<file path="config.mk">
export PLATFORM = sky130hd
export DESIGN_NAME = owire_hygro_reader
export DESIGN_NICKNAME = d
export VERILOG_FILES = /design/src/rtl/hygro_pkg.sv /design/src/rtl/hygro_us_tick.sv /design/src/rtl/hygro_line_sync.sv /design/src/rtl/hygro_frame_pack.sv /design/src/rtl/hygro_rx_fsm.sv /design/src/rtl/owire_hygro_reader.sv
export SDC_FILE = /design/constraint.sdc
export NUM_CORES = 1
export LEC_CHECK = 0
export ABC_AREA = 0
export BUFFER_PORTS_ARGS = -buffer_cell sky130_fd_sc_hd__buf_2
export CAP_MARGIN = 20
export CORE_AREA = 2 2 149 151
export CTS_CLUSTER_DIAMETER = 120
export DETAILED_ROUTE_END_ITERATION = 12
export DIE_AREA = 0 0 151 153
export PLACE_DENSITY_LB_ADDON = 0.15
export SYNTH_ARGS = -nofsm -noshare
export SYNTH_HDL_FRONTEND = slang
export SYNTH_SLANG_ARGS = --single-unit
export TNS_END_PERCENT = 10
</file>
<file path="constraint.sdc">
create_clock -name clk -period 3.2 [get_ports clk]
set_clock_uncertainty 0.05 [all_clocks]
set_input_delay 0.8 -clock clk [delete_from_list [all_inputs] [get_ports clk]]
set_output_delay 0.8 -clock clk [all_outputs]
set_load 0.1 [all_outputs]
</file>
<file path="src/rtl/hygro_pkg.sv">
package hygro_pkg;

  typedef enum logic [2:0] {
    ST_IDLE    = 3'd0,  // waiting for a start strobe
    ST_MARK    = 3'd1,  // host holds the line low
    ST_SETTLE  = 3'd2,  // line released, waiting for it to read high
    ST_RESP_LO = 3'd3,  // expect falling edge: sensor answers
    ST_RESP_HI = 3'd4,  // expect rising edge: answer high phase
    ST_PRE_BIT = 3'd5,  // expect falling edge before first bit
    ST_BIT_LO  = 3'd6,  // expect rising edge: bit starts or frame ends
    ST_BIT_HI  = 3'd7   // expect falling edge: bit ends
  } rd_state_e;

  // Decision rule for one data bit: strictly longer than the threshold is a 1.
  function automatic logic bit_is_one(input logic [31:0] high_us,
                                      input logic [31:0] thresh_us);
    return high_us > thresh_us;
  endfunction

  // Which byte of the frame a bit with this running index belongs to.
  function automatic logic [31:0] byte_slot(input logic [31:0] bit_idx);
    return bit_idx >> 3;
  endfunction

endpackage

</file>
<file path="src/rtl/hygro_us_tick.sv">
module hygro_us_tick #(
  parameter int CLKS_PER_US = 100
) (
  input  logic clk,
  input  logic rst_n,
  output logic tick_o
);
  generate
    if (CLKS_PER_US <= 1) begin : g_direct
      logic unused_in;
      assign unused_in = clk ^ rst_n;
      assign tick_o    = 1'b1;
    end else begin : g_div
      localparam int CW = $clog2(CLKS_PER_US);
      localparam logic [CW-1:0] LAST = CW'(CLKS_PER_US - 1);
      logic [CW-1:0] div_cnt;
      always_ff @(posedge clk) begin
        if (!rst_n)               div_cnt <= '0;
        else if (div_cnt == LAST) div_cnt <= '0;
        else                      div_cnt <= div_cnt + 1'b1;
      end
      assign tick_o = (div_cnt == LAST);
    end
  endgenerate
endmodule

</file>
<file path="src/rtl/hygro_line_sync.sv">
module hygro_line_sync #(
  parameter int SYNC_STAGES = 2
) (
  input  logic clk,
  input  logic rst_n,
  input  logic line_i,
  output logic level_o,
  output logic rise_o,
  output logic fall_o
);
  logic [SYNC_STAGES-1:0] chain;
  logic                   prev;

  // Reset to the released (pulled-up) level so reset exit shows no edge.
  always_ff @(posedge clk) begin
    if (!rst_n) begin
      chain <= '1;
      prev  <= 1'b1;
    end else begin
      chain <= {chain[SYNC_STAGES-2:0], line_i};
      prev  <= chain[SYNC_STAGES-1];
    end
  end

  assign level_o = chain[SYNC_STAGES-1];
  assign rise_o  = level_o & ~prev;
  assign fall_o  = ~level_o & prev;
endmodule

</file>
<file path="src/rtl/hygro_frame_pack.sv">
module hygro_frame_pack
  import hygro_pkg::*;
#(
  parameter int FRAME_BITS = 40
) (
  input  logic                       clk,
  input  logic                       rst_n,
  input  logic                       clear_i,
  input  logic                       bit_valid_i,
  input  logic                       bit_val_i,
  input  logic                       commit_i,
  output logic [$clog2(FRAME_BITS+1)-1:0] bit_count_o,
  output logic [FRAME_BITS-1:0]      data_o
);
  localparam int NBYTES = FRAME_BITS / 8;
  localparam int CW     = $clog2(FRAME_BITS + 1);

  logic [CW-1:0]         bit_cnt;
  logic [FRAME_BITS-1:0] staged;
  logic                  accept;

  assign accept = bit_valid_i && (bit_cnt < CW'(FRAME_BITS));

  always_ff @(posedge clk) begin
    if (!rst_n || clear_i) bit_cnt <= '0;
    else if (accept)       bit_cnt <= bit_cnt + 1'b1;
  end

  // One shift register per byte; the running bit index selects which one moves.
  generate
    for (genvar g = 0; g < NBYTES; g++) begin : g_byte
      logic [7:0] sr;
      logic       hit;
      assign hit = accept && (byte_slot(32'(bit_cnt)) == 32'(g));
      always_ff @(posedge clk) begin
        if (!rst_n || clear_i) sr <= '0;
        else if (hit)          sr <= {sr[6:0], bit_val_i};
      end
      assign staged[FRAME_BITS-1-8*g -: 8] = sr;
    end
  endgenerate

  always_ff @(posedge clk) begin
    if (!rst_n)        data_o <= '0;
    else if (commit_i) data_o <= staged;
  end

  assign bit_count_o = bit_cnt;
endmodule

</file>
<file path="src/rtl/hygro_rx_fsm.sv">
module hygro_rx_fsm
  import hygro_pkg::*;
#(
  parameter int MARK_US       = 18000,
  parameter int WDOG_US       = 6000,
  parameter int BIT_THRESH_US = 40,
  parameter int FRAME_BITS    = 40
) (
  input  logic                            clk,
  input  logic                            rst_n,
  input  logic                            tick_i,
  input  logic                            start_i,
  input  logic                            level_i,
  input  logic                            rise_i,
  input  logic                            fall_i,
  input  logic [$clog2(FRAME_BITS+1)-1:0] bit_count_i,
  output logic                            line_oe_o,
  output logic                            clear_o,
  output logic                            bit_valid_o,
  output logic                            bit_val_o,
  output logic                            commit_o,
  output logic                            done_o,
  output logic                            ok_o,
  output logic                            st_idle_o,
  output logic                            mark_end_o,
  output logic                            wd_expire_o
);
  localparam int MK_W = $clog2(MARK_US + 1);
  localparam int WD_W = $clog2(WDOG_US + 1);
  localparam int CW   = $clog2(FRAME_BITS + 1);

  rd_state_e   state, state_nx;
  logic [MK_W-1:0] mark_cnt;
  logic [WD_W-1:0] wd_cnt;
  logic [WD_W-1:0] stamp;
  logic [WD_W-1:0] high_us;
  logic        done_q, ok_q;

  logic active, want_rise, want_fall, good_edge, bad_edge;
  logic frame_full, success, failure, start_ok;

  assign start_ok   = (state == ST_IDLE) && start_i;
  assign active     = state inside {ST_SETTLE, ST_RESP_LO, ST_RESP_HI,
                                    ST_PRE_BIT, ST_BIT_LO, ST_BIT_HI};
  assign want_fall  = state inside {ST_RESP_LO, ST_PRE_BIT, ST_BIT_HI};
  assign want_rise  = state inside {ST_RESP_HI, ST_BIT_LO};
  assign good_edge  = (want_fall && fall_i) || (want_rise && rise_i);
  assign bad_edge   = (want_fall && rise_i) || (want_rise && fall_i);
  assign frame_full = (bit_count_i == CW'(FRAME_BITS));

  assign mark_end_o  = (state == ST_MARK) && tick_i &&
                       (mark_cnt == MK_W'(MARK_US - 1));
  assign wd_expire_o = active && tick_i && (wd_cnt == WD_W'(WDOG_US - 1));

  assign success = !wd_expire_o && (state == ST_BIT_LO) && rise_i && frame_full;
  assign failure = wd_expire_o || bad_edge;

  assign high_us     = wd_cnt - stamp;
  assign bit_valid_o = !wd_expire_o && (state == ST_BIT_HI) && fall_i;
  assign bit_val_o   = bit_is_one(32'(high_us), 32'(BIT_THRESH_US));
  assign clear_o     = !wd_expire_o && (state == ST_PRE_BIT) && fall_i;
  assign commit_o    = success;

  always_comb begin
    state_nx = state;
    if (failure || success) begin
      state_nx = ST_IDLE;
    end else begin
      unique case (state)
        ST_IDLE:    if (start_i)    state_nx = ST_MARK;
        ST_MARK:    if (mark_end_o) state_nx = ST_SETTLE;
        ST_SETTLE:  if (level_i)    state_nx = ST_RESP_LO;
        ST_RESP_LO: if (good_edge)  state_nx = ST_RESP_HI;
        ST_RESP_HI: if (good_edge)  state_nx = ST_PRE_BIT;
        ST_PRE_BIT: if (good_edge)  state_nx = ST_BIT_LO;
        ST_BIT_LO:  if (good_edge)  state_nx = ST_BIT_HI;
        ST_BIT_HI:  if (good_edge)  state_nx = ST_BIT_LO;
        default:                    state_nx = ST_IDLE;
      endcase
    end
  end

  always_ff @(posedge clk) begin
    if (!rst_n) begin
      state    <= ST_IDLE;
      mark_cnt <= '0;
      wd_cnt   <= '0;
      stamp    <= '0;
      done_q   <= 1'b0;
      ok_q     <= 1'b0;
    end else begin
      state  <= state_nx;
      done_q <= success || failure;

      if (start_ok) begin
        mark_cnt <= '0;
        ok_q     <= 1'b0;
      end else if ((state == ST_MARK) && tick_i) begin
        mark_cnt <= mark_cnt + 1'b1;
      end

      if (success)      ok_q <= 1'b1;
      else if (failure) ok_q <= 1'b0;

      if (mark_end_o)            wd_cnt <= '0;
      else if (active && tick_i) wd_cnt <= wd_cnt + 1'b1;

      if ((state == ST_BIT_LO) && rise_i) stamp <= wd_cnt;
    end
  end

  assign line_oe_o = (state == ST_MARK);
  assign done_o    = done_q;
  assign ok_o      = ok_q;
  assign st_idle_o = (state == ST_IDLE);
endmodule

</file>
<file path="src/rtl/owire_hygro_reader.sv">
module owire_hygro_reader #(
  parameter int CLKS_PER_US   = 100,
  parameter int MARK_US       = 18000,
  parameter int WDOG_US       = 6000,
  parameter int BIT_THRESH_US = 40,
  parameter int FRAME_BITS    = 40
) (
  input  logic                  clk,
  input  logic                  rst_n,
  input  logic                  start_i,
  input  logic                  line_i,
  output logic                  line_oe_o,
  output logic [FRAME_BITS-1:0] data_o,
  output logic                  done_o,
  output logic                  ok_o
);
  localparam int CW = $clog2(FRAME_BITS + 1);

  logic          us_tick;
  logic          line_lvl, line_rise, line_fall;
  logic          clr_bits, bit_valid, bit_val, commit;
  logic [CW-1:0] bit_count;
  // Internal events named for the bound checker.
  logic          st_idle, mark_end, wd_expire;

  hygro_us_tick #(.CLKS_PER_US(CLKS_PER_US)) u_tick (
    .clk(clk), .rst_n(rst_n), .tick_o(us_tick)
  );

  hygro_line_sync #(.SYNC_STAGES(2)) u_sync (
    .clk(clk), .rst_n(rst_n), .line_i(line_i),
    .level_o(line_lvl), .rise_o(line_rise), .fall_o(line_fall)
  );

  hygro_rx_fsm #(
    .MARK_US(MARK_US), .WDOG_US(WDOG_US),
    .BIT_THRESH_US(BIT_THRESH_US), .FRAME_BITS(FRAME_BITS)
  ) u_fsm (
    .clk(clk), .rst_n(rst_n), .tick_i(us_tick), .start_i(start_i),
    .level_i(line_lvl), .rise_i(line_rise), .fall_i(line_fall),
    .bit_count_i(bit_count), .line_oe_o(line_oe_o), .clear_o(clr_bits),
    .bit_valid_o(bit_valid), .bit_val_o(bit_val), .commit_o(commit),
    .done_o(done_o), .ok_o(ok_o), .st_idle_o(st_idle),
    .mark_end_o(mark_end), .wd_expire_o(wd_expire)
  );

  hygro_frame_pack #(.FRAME_BITS(FRAME_BITS)) u_pack (
    .clk(clk), .rst_n(rst_n), .clear_i(clr_bits), .bit_valid_i(bit_valid),
    .bit_val_i(bit_val), .commit_i(commit), .bit_count_o(bit_count),
    .data_o(data_o)
  );
endmodule

</file>
==> results of run 1 <==
critical path, cell delays in order (launching register included):
cell	delay, ns
sky130_fd_sc_hd__dfxtp_1	0.42
sky130_fd_sc_hd__inv_1	0.07
sky130_fd_sc_hd__ha_1	0.20
sky130_fd_sc_hd__fa_1	0.40
sky130_fd_sc_hd__nor2b_1	0.20
sky130_fd_sc_hd__o2111ai_1	0.16
sky130_fd_sc_hd__a31oi_1	0.31
sky130_fd_sc_hd__o21ai_0	0.13
sky130_fd_sc_hd__a222oi_1	0.33
sky130_fd_sc_hd__o31a_1	0.34
sky130_fd_sc_hd__a311oi_1	0.14
cell usage in the layout, fill, tap and decap left out, drive strengths merged, types with 3 or more instances in the layout:
cell type | Yosys | routed
a211oi | 5 | 5
clkbuf | 20 | 20
a311oi | 5 | 5
nand2 | 143 | 143
xnor2 | 11 | 11
nor4 | 3 | 3
and3 | 9 | 9
buf | 15 | 59
a21oi | 38 | 38
inv | 25 | 26
or2 | 3 | 3
nand2b | 8 | 8
nand3 | 23 | 23
mux2i | 28 | 28
a31oi | 5 | 5
o21ai | 15 | 15
clkinv | 0 | 6
nor2 | 69 | 69
ha | 17 | 17
nand4 | 9 | 9
a21boi | 41 | 41
nor2b | 21 | 21
nor3 | 8 | 8
o21a | 3 | 3
clkinvlp | 0 | 3
xor2 | 21 | 21
dfxtp | 142 | 142
and2 | 4 | 4
or3 | 11 | 11
cell families after synthesis:
| group | Yosys count | share of synthesized area (%) |
|---|---|---|
| simple gates | 320 | 24.20 |
| xor+xnor | 32 | 4.411 |
| compound gates | 130 | 14.12 |
| mux | 28 | 4.411 |
| buf+inv | 60 | 4.450 |
| flops | 142 | 44.74 |
| fa+ha+maj | 18 | 3.663 |
state kept, by name (all words and copies together), names as in the netlist:
name                  count
u_pack.g_byte.sr         40
u_fsm.mark_cnt           15
u_pack.bit_count_o        6
u_fsm.ok_o                1
u_fsm.wd_cnt             13
u_fsm.stamp              13
u_pack.data_o            40
u_sync.prev               1
u_fsm.done_o              1
u_fsm.state               3
u_sync.chain              2
u_tick.g_div.div_cnt      7
metrics by stage:
stage / total power, mW / area, um^2 / cells / hold slack (ns) / setup slack, ns
2_1_floorplan: 1.880 / 6354 / 730 / 0.3363 / 0.6116
3_3_place_gp: 1.902 / 6883 / 1034 / 0.3500 / 0.3495
3_5_place_dp: 1.902 / 6883 / 1034 / 0.3532 / 0.2827
4_1_cts: 3.898 / 7468 / 1066 / 0.3676 / 0.2693
5_1_grt: 3.988 / 7468 / 1066 / 0.3727 / 0.001581
6_report: 3.826 / 7468 / 1066 / 0.3629 / 0.3111
cells in the mapped netlist, drive strengths merged, types with 3 or more instances:
cell type and instances:
nand2 143, dfxtp 142, nor2 69, a21boi 41
a21oi 38, mux2i 28, inv 25, nand3 23
nor2b 21, xor2 21, clkbuf 20, ha 17
buf 15, o21ai 15, or3 11, xnor2 11
and3 9, nand4 9, nand2b 8, nor3 8
a211oi 5, a311oi 5, a31oi 5, and2 4
nor4 3, o21a 3, or2 3
how the worst min path moves through the flow:
stage                     cells after the start                         end  slack, ns                        from
after floorplan                               1  u_sync.chain[1]$_SDFF_PN1_       0.34  u_sync.chain[0]$_SDFF_PN1_
after global placement                        1  u_sync.chain[1]$_SDFF_PN1_       0.35  u_sync.chain[0]$_SDFF_PN1_
after detailed placement                      1  u_sync.chain[1]$_SDFF_PN1_       0.35  u_sync.chain[0]$_SDFF_PN1_
after CTS                                     1  u_sync.chain[1]$_SDFF_PN1_       0.37  u_sync.chain[0]$_SDFF_PN1_
after global routing                          1  u_sync.chain[1]$_SDFF_PN1_       0.37  u_sync.chain[0]$_SDFF_PN1_
final                                         1  u_sync.chain[1]$_SDFF_PN1_       0.36  u_sync.chain[0]$_SDFF_PN1_
final cells by class:
| cell class | instances | area, um^2 | area share [%] |
|---|---|---|---|
| Tap cell | 280 | 350.3 | 4.691 |
| Clock inverter | 12 | 138.9 | 1.860 |
| Timing Repair Buffer | 59 | 365.4 | 4.892 |
| Clock buffer | 20 | 446.7 | 5.981 |
| Multi-Input combinational cell | 528 | 3231 | 43.26 |
| Sequential cell | 142 | 2843 | 38.06 |
| Inverter | 25 | 93.84 | 1.256 |
metal layers:
layer	vias up	part of all wire [%]	routed length, um	GRT usage, %
met5	-	0	0	0
met4	0	2.0	261	4.895
met3	17	2.5	340	3.045
met2	54	44	5929	19.55
met1	2242	51	6830	16.72
li1	2562	-	-	-
power by group:
| part | internal [mW] | switching [mW] | total [mW] |
|---|---|---|---|
| clock network | 1.18 | 0.791 | 1.97 |
| logic | 0.0279 | 0.0506 | 0.0784 |
| registers | 1.77 | 0.00795 | 1.78 |
| total | 2.98 | 0.849 | 3.83 |
==> impl_table.tex, run 1 <==
\begin{tabular}{lr}
\hline
Metric & Value \\
\hline
\multicolumn{2}{l}{\textbf{Timing}} \\
Highest Clock Rate & 346.2 MHz \\
Final worst path period share & 90.28\% \\
Final critical path time including I/O delays and setup & 2.889 ns \\
Final Hold Vio Count & 0 \\
Unrepaired setup endpoints after global routing & false \\
Worst max-slew margin expressed relative to the limit & 43.49\% \\
\# setup viols final & 0 \\
Number of slew-limit violations in the final report & 0 \\
Least-Margin Pin Slew & $\sim$0.84 ns \\
Aggregate negative setup slack & 0 ns \\
\multicolumn{2}{l}{\textbf{Floorplanning}} \\
Number of placed I/O pins & 47 \\
Die width & 151 um \\
Die Span Y & 153 um \\
Area of the die & 0.02310 mm\^{}2 \\
Area of the core & 0.02149 mm\^{}2 \\
Rows & 54 \\
Initial core utilization & approximately 30\% \\
\multicolumn{2}{l}{\textbf{Final layout}} \\
Final standard cell utilization of the core & around a third \\
Diode count & 0 \\
Net count, final & $\sim$800 \\
P\&R area growth vs syn & 17.55\% \\
Filler cell count & 2,292 \\
Fraction of final layout cells sized beyond drive strength 1 & 14.25\% \\
\multicolumn{2}{l}{\textbf{Drt}} \\
Iteration count of the initial detailed-routing pass & 4 \\
Count of routing violations after the opening detailed-route iteration & between 200 and 300 \\
Drt drc & 0 \\
Number of vias after detailed routing & 4,875 \\
Detailed-route wire length per cell & 12.53 um \\
Wire length reported by the detailed router & between 10,000 and 15,000 um \\
Number of antenna-violating nets in the routed design & 0 \\
Routed via count divided by cell count & around 4.6 \\
\multicolumn{2}{l}{\textbf{Synth}} \\
Sequential-to-total area share from yosys stat & 44.74\% \\
Warning count from the yosys run & 0 \\
Synthesized instance count & 730 \\
Cell taking the most area after synthesis & sky130\_fd\_sc\_hd\_\_dfxtp\_1 \\
Post-synth top flop & sky130\_fd\_sc\_hd\_\_dfxtp\_1 \\
Syn Nets & 752 \\
Post-synthesis instance area & 0.006354 mm\^{}2 \\
Area share of the leading cell type in the synthesized netlist & 44.74\% \\
Yosys reg bits & 142 \\
Distinct cell type count after synthesis & 70 \\
EDFF count, synth & 0 \\
Avg Inst Size Synth & 8.704 um\^{}2 \\
Top cells by area in the synthesized netlist & sky130\_fd\_sc\_hd\_\_dfxtp\_1, sky130\_fd\_sc\_hd\_\_nand2\_1, sky130\_fd\_sc\_hd\_\_mux2i\_1, sky130\_fd\_sc\_hd\_\_nor2\_1, sky130\_fd\_sc\_hd\_\_a21boi\_0 \\
Async set or reset register ratio after synthesis & 0\% \\
\multicolumn{2}{l}{\textbf{Worst hold path}} \\
Hold Path Class & reg -> reg \\
\multicolumn{2}{l}{\textbf{Setup path}} \\
CP Capture Point & u\_pack.g\_byte[1].sr[0]\$\_SDFFE\_PP0P\_ \\
Launch instance of the worst register-to-register path & u\_fsm.wd\_cnt[0]\$\_SDFFE\_PP0P\_ \\
Kind of critical path & reg -> reg \\
Setup crit end kind & flop \\
Worst-case register-to-register setup slack & 0.31 ns \\
Setup crit start kind & flop \\
Worst path arrival time & 3.11 ns \\
Required time of the critical path & 3.42 ns \\
Worst-path maximum fanout & 6 \\
Critical path origin & u\_fsm.wd\_cnt[0]\$\_SDFFE\_PP0P\_ \\
Worst reg-to-reg path cell count & 10 \\
Worst reg2reg endpoint & u\_pack.g\_byte[1].sr[0]\$\_SDFFE\_PP0P\_ \\
\multicolumn{2}{l}{\textbf{Outcome}} \\
Status & finished clean \\
\multicolumn{2}{l}{\textbf{CTS}} \\
Cell chosen for the clock root & sky130\_fd\_sc\_hd\_\_clkbuf\_16 \\
Number of instances resized during post-cts repair & 0 \\
Clk Latency, worst-skew pair & 0.42 ns \\
Deepest clock path buffer count & 2 \\
Num CTS Buffers & 17 \\
Clock sink total & 142 \\
TritonCTS clock tree & done \\
CTS H-tree depth & 4 \\
Clock slew seen by the registers of the worst setup and hold paths & 0.06 ns \\
Count of buffers added by post-CTS timing repair for setup & 0 \\
CTS hold repair buffers & 0 \\
\multicolumn{2}{l}{\textbf{Placement}} \\
\# port buffers & 46 \\
Final HPWL from detailed placement & 9180 um \\
Gp weighted congestion & 0.7684 \\
\multicolumn{2}{l}{\textbf{GRT}} \\
Global-route wire length before repair & 23,400 um \\
Via count of the first global-routing pass & 4,763 \\
Global route overflow & 0 \\
Maximum number of pins on one net before global-route repair & 34 \\
Combined global-route utilization of all metal layers & approximately 13\% \\
Number of antenna violations at the first check in global routing & 0 \\
\multicolumn{2}{l}{\textbf{Flow run}} \\
Max-Cap Viols & 0 \\
\multicolumn{2}{l}{\textbf{Power and ir drop}} \\
Leak Pwr & around 2.8 nW \\
Worst ir drop on vdd & 0.3601 mV \\
Power density over cell area & 512.3 mW/mm\^{}2 \\
\hline
\end{tabular}
Note: power is estimated with default switching activity, not from simulation.
==> run 2, diff against run 1 <==
--- a/config.mk
+++ b/config.mk
@@ -6,7 +6,7 @@
 export NUM_CORES = 1
 export LEC_CHECK = 0
 export ABC_AREA = 0
-export BUFFER_PORTS_ARGS = -buffer_cell sky130_fd_sc_hd__buf_2
+export BUFFER_PORTS_ARGS = -buffer_cell sky130_fd_sc_hd__buf_4
 export CAP_MARGIN = 20
 export CORE_AREA = 2 2 149 151
 export CTS_CLUSTER_DIAMETER = 120
==> impl_table.tex, run 2 (synthesis results as in run 1) <==
\begin{tabular}{lr}
\hline
Metric & Value \\
\hline
\multicolumn{2}{l}{\textbf{Outcome}} \\
Status & finished clean (unchanged) \\
\multicolumn{2}{l}{\textbf{Setup path}} \\
Setup crit end kind & flop (unchanged) \\
Master of the slowest instance on the critical path & sky130\_fd\_sc\_hd\_\_dfxtp\_1 (unchanged) \\
Launch instance of the worst register-to-register path & u\_fsm.wd\_cnt[0]\$\_SDFFE\_PP0P\_ (unchanged) \\
Setup crit start kind & flop (unchanged) \\
Cell breakdown of the critical path & inv\_1 -> ha\_1 -> fa\_1 -> nor2b\_1 -> o2111ai\_1 -> a31oi\_1 -> o21ai\_0 -> a222oi\_1 -> o31a\_1 -> a311oi\_1 (unchanged) \\
Worst reg2reg endpoint & u\_pack.g\_byte[1].sr[0]\$\_SDFFE\_PP0P\_ (unchanged) \\
Worst-path maximum fanout & 6 (unchanged) \\
Required time of the critical path & 3.42 ns (about the same) \\
Largest stage delay, worst path & 0.44 ns (was 0.42 ns) \\
Worst-case register-to-register setup slack & 0.27 ns (was 0.31 ns) \\
Kind of critical path & reg -> reg (unchanged) \\
Worst path arrival time & 3.15 ns (was 3.11 ns) \\
Worst reg-to-reg path cell count & 10 (unchanged) \\
\multicolumn{2}{l}{\textbf{Drt}} \\
Wire length reported by the detailed router & 13,360 um (about the same) \\
Routed via count divided by cell count & 4.723 (was 4.573) \\
Count of routing violations after the opening detailed-route iteration & 214 (was 273) \\
Drt drc & 0 (unchanged) \\
Number of vias after detailed routing & 5,011 (was 4,875) \\
Iteration count of the initial detailed-routing pass & 4 (unchanged) \\
Number of antenna-violating nets in the routed design & 0 (unchanged) \\
Detailed-route wire length per cell & 12.59 um (was 12.53 um) \\
\multicolumn{2}{l}{\textbf{CTS}} \\
Clk Latency, worst-skew pair & 0.43 ns (was 0.42 ns) \\
Cell chosen for the clock root & sky130\_fd\_sc\_hd\_\_clkbuf\_16 (unchanged) \\
CTS H-tree depth & 4 (unchanged) \\
Clock slew seen by the registers of the worst setup and hold paths & 0.06 ns (about the same) \\
Num CTS Buffers & 17 (unchanged) \\
CTS hold repair buffers & 0 (unchanged) \\
Deepest clock path buffer count & 2 (unchanged) \\
Number of instances resized during post-cts repair & 0 (unchanged) \\
Count of buffers added by post-CTS timing repair for setup & 0 (unchanged) \\
Clock sink total & 142 (unchanged) \\
TritonCTS clock tree & done (unchanged) \\
\multicolumn{2}{l}{\textbf{GRT}} \\
Via count of the first global-routing pass & 4,950 (was 4,763) \\
Number of antenna violations at the first check in global routing & 0 (unchanged) \\
Global-route wire length before repair & 23,270 um (was 23,400 um) \\
GR met1 Demand/Resource & 15.85\% (was 16.72\%) \\
Most heavily used metal layer in global routing & met2 (unchanged) \\
Met3 global-route usage & 2.537\% (was 3.045\%) \\
Maximum number of pins on one net before global-route repair & 41 (was 34) \\
Global route overflow & 0 (unchanged) \\
M2 GR Usage & 20.11\% (was 19.55\%) \\
Combined global-route utilization of all metal layers & 12.44\% (was 12.56\%) \\
\multicolumn{2}{l}{\textbf{Timing}} \\
Aggregate negative setup slack & 0 ns (unchanged) \\
\# setup viols final & 0 (unchanged) \\
Least-Margin Pin Slew & 0.7607 ns (was 0.8448 ns) \\
Highest Clock Rate & 341.5 MHz (was 346.2 MHz) \\
Final worst path period share & 91.50\% (was 90.28\%) \\
Final Hold Vio Count & 0 (unchanged) \\
Worst max-slew margin expressed relative to the limit & 49.11\% (was 43.49\%) \\
Final critical path time including I/O delays and setup & 2.928 ns (was 2.889 ns) \\
Unrepaired setup endpoints after global routing & false (unchanged) \\
Number of slew-limit violations in the final report & 0 (unchanged) \\
Hold Slack & 0.3617 ns (was 0.3629 ns) \\
\multicolumn{2}{l}{\textbf{Floorplanning}} \\
Rows & 54 (unchanged) \\
Number of placed I/O pins & 47 (unchanged) \\
Area of the die & 0.02310 mm\^{}2 (unchanged) \\
Die width & 151 um (unchanged) \\
Area of the core & 0.02149 mm\^{}2 (unchanged) \\
Initial core utilization & 29.57\% (unchanged) \\
Die Span Y & 153 um (unchanged) \\
\multicolumn{2}{l}{\textbf{Placement}} \\
Gp weighted congestion & 0.7936 (was 0.7684) \\
\# port buffers & 46 (unchanged) \\
Cell count after placement & 1,029 (was 1,034) \\
Final HPWL from detailed placement & 9477 um (was 9180 um) \\
\multicolumn{2}{l}{\textbf{Final layout}} \\
Top library cells by usage in the layout, fill and taps aside & sky130\_fd\_sc\_hd\_\_nand2\_1, sky130\_fd\_sc\_hd\_\_dfxtp\_1, sky130\_fd\_sc\_hd\_\_nor2\_1 (unchanged) \\
Diode count & 0 (unchanged) \\
Final standard cell utilization of the core & 35.04\% (was 34.76\%) \\
Fraction of final layout cells sized beyond drive strength 1 & 13.70\% (was 14.25\%) \\
Net count, final & 790 (was 795) \\
Final instance count without filler cells & 1,061 (was 1,066) \\
Most common cell after layout, fill and taps aside & sky130\_fd\_sc\_hd\_\_nand2\_1 (unchanged) \\
Largest registers & u\_pack.data\_o: 40 flops, u\_pack.g\_byte.sr: 40 flops, u\_fsm.mark\_cnt: 15 flops (unchanged) \\
P\&R area growth vs syn & 18.49\% (was 17.55\%) \\
\multicolumn{2}{l}{\textbf{Worst hold path}} \\
Cell count of the worst hold path & 1 (unchanged) \\
Hold Path Class & reg -> reg (unchanged) \\
Source of the worst hold timing path & u\_sync.chain[0]\$\_SDFF\_PN1\_ (unchanged) \\
Hold path endpoint & u\_sync.chain[1]\$\_SDFF\_PN1\_ (unchanged) \\
\multicolumn{2}{l}{\textbf{Power and ir drop}} \\
Power density over cell area & 509.9 mW/mm\^{}2 (was 512.3 mW/mm\^{}2) \\
Worst ir drop on vdd & 0.3500 mV (was 0.3601 mV) \\
Tot Pwr & 3.839 mW (was 3.826 mW) \\
Leak Pwr & 2.731 nW (was 2.771 nW) \\
\multicolumn{2}{l}{\textbf{Flow run}} \\
Max-Cap Viols & 0 (unchanged) \\
\hline
\end{tabular}
-- run 2: cell count changes in the layout (fill, tap and decap cells not counted) --
cell and change:
sky130_fd_sc_hd__clkbuf_8 +1, sky130_fd_sc_hd__buf_12 -2, sky130_fd_sc_hd__clkinv_4 -3, sky130_fd_sc_hd__inv_6 +2, sky130_fd_sc_hd__clkinv_2 -1, sky130_fd_sc_hd__buf_2 -46
sky130_fd_sc_hd__clkinvlp_4 +1, sky130_fd_sc_hd__buf_4 +43
-- run 2: worst max-delay path, delay by kind of cell, from the launching register on --
kind            cells  cell delay [ns]
buf+inv             1             0.07
fa+ha+maj           2             0.60
simple gates        1             0.21
compound gates      6             1.41
flops               1             0.44
-- run 2: worst max-delay path by stage --
stage                                       startpoint                                  end
final                     u_fsm.wd_cnt[0]$_SDFFE_PP0P_  u_pack.g_byte[1].sr[0]$_SDFFE_PP0P_
after global routing      u_fsm.wd_cnt[0]$_SDFFE_PP0P_  u_pack.g_byte[2].sr[0]$_SDFFE_PP0P_
after CTS                 u_fsm.wd_cnt[0]$_SDFFE_PP0P_  u_pack.g_byte[1].sr[0]$_SDFFE_PP0P_
after detailed placement  u_fsm.wd_cnt[0]$_SDFFE_PP0P_  u_pack.g_byte[3].sr[0]$_SDFFE_PP0P_
after global placement    u_fsm.wd_cnt[0]$_SDFFE_PP0P_  u_pack.g_byte[3].sr[0]$_SDFFE_PP0P_
after floorplan           u_fsm.wd_cnt[0]$_SDFFE_PP0P_  u_pack.g_byte[3].sr[0]$_SDFFE_PP0P_
-- run 2: metal layers --
layer,routed length (um),vias up
met5,0,-
met4,279,0
met3,395,24
met2,6263,61
met1,6420,2362
li1,-,2564
-- run 2: power by group --
part	leakage, nW	internal (mW)	switching (mW)
registers	1.14	1.77	0.00801
logic	1.31	0.0263	0.0490
clock network	0.278	1.20	0.784
total	2.73	3.00	0.841
-- run 2: final cells by class --
class                           instances  area [um^2]
Fill cell                            2290        13960
Multi-Input combinational cell        528         3231
Sequential cell                       142         2843
Clock buffer                           21        460.4
Timing Repair Buffer                   54        417.9
Tap cell                              280        350.3
Clock inverter                         11        132.6
Inverter                               25        93.84
-- run 2: per-stage QoR --
step	cell area (um^2)	setup WS [ns]
global placement	6935	0.3813
floorplan	6354	0.6116
CTS	7528	0.3076
global route	7528	0.02680
finish	7528	0.2719
detailed placement	6935	0.3194
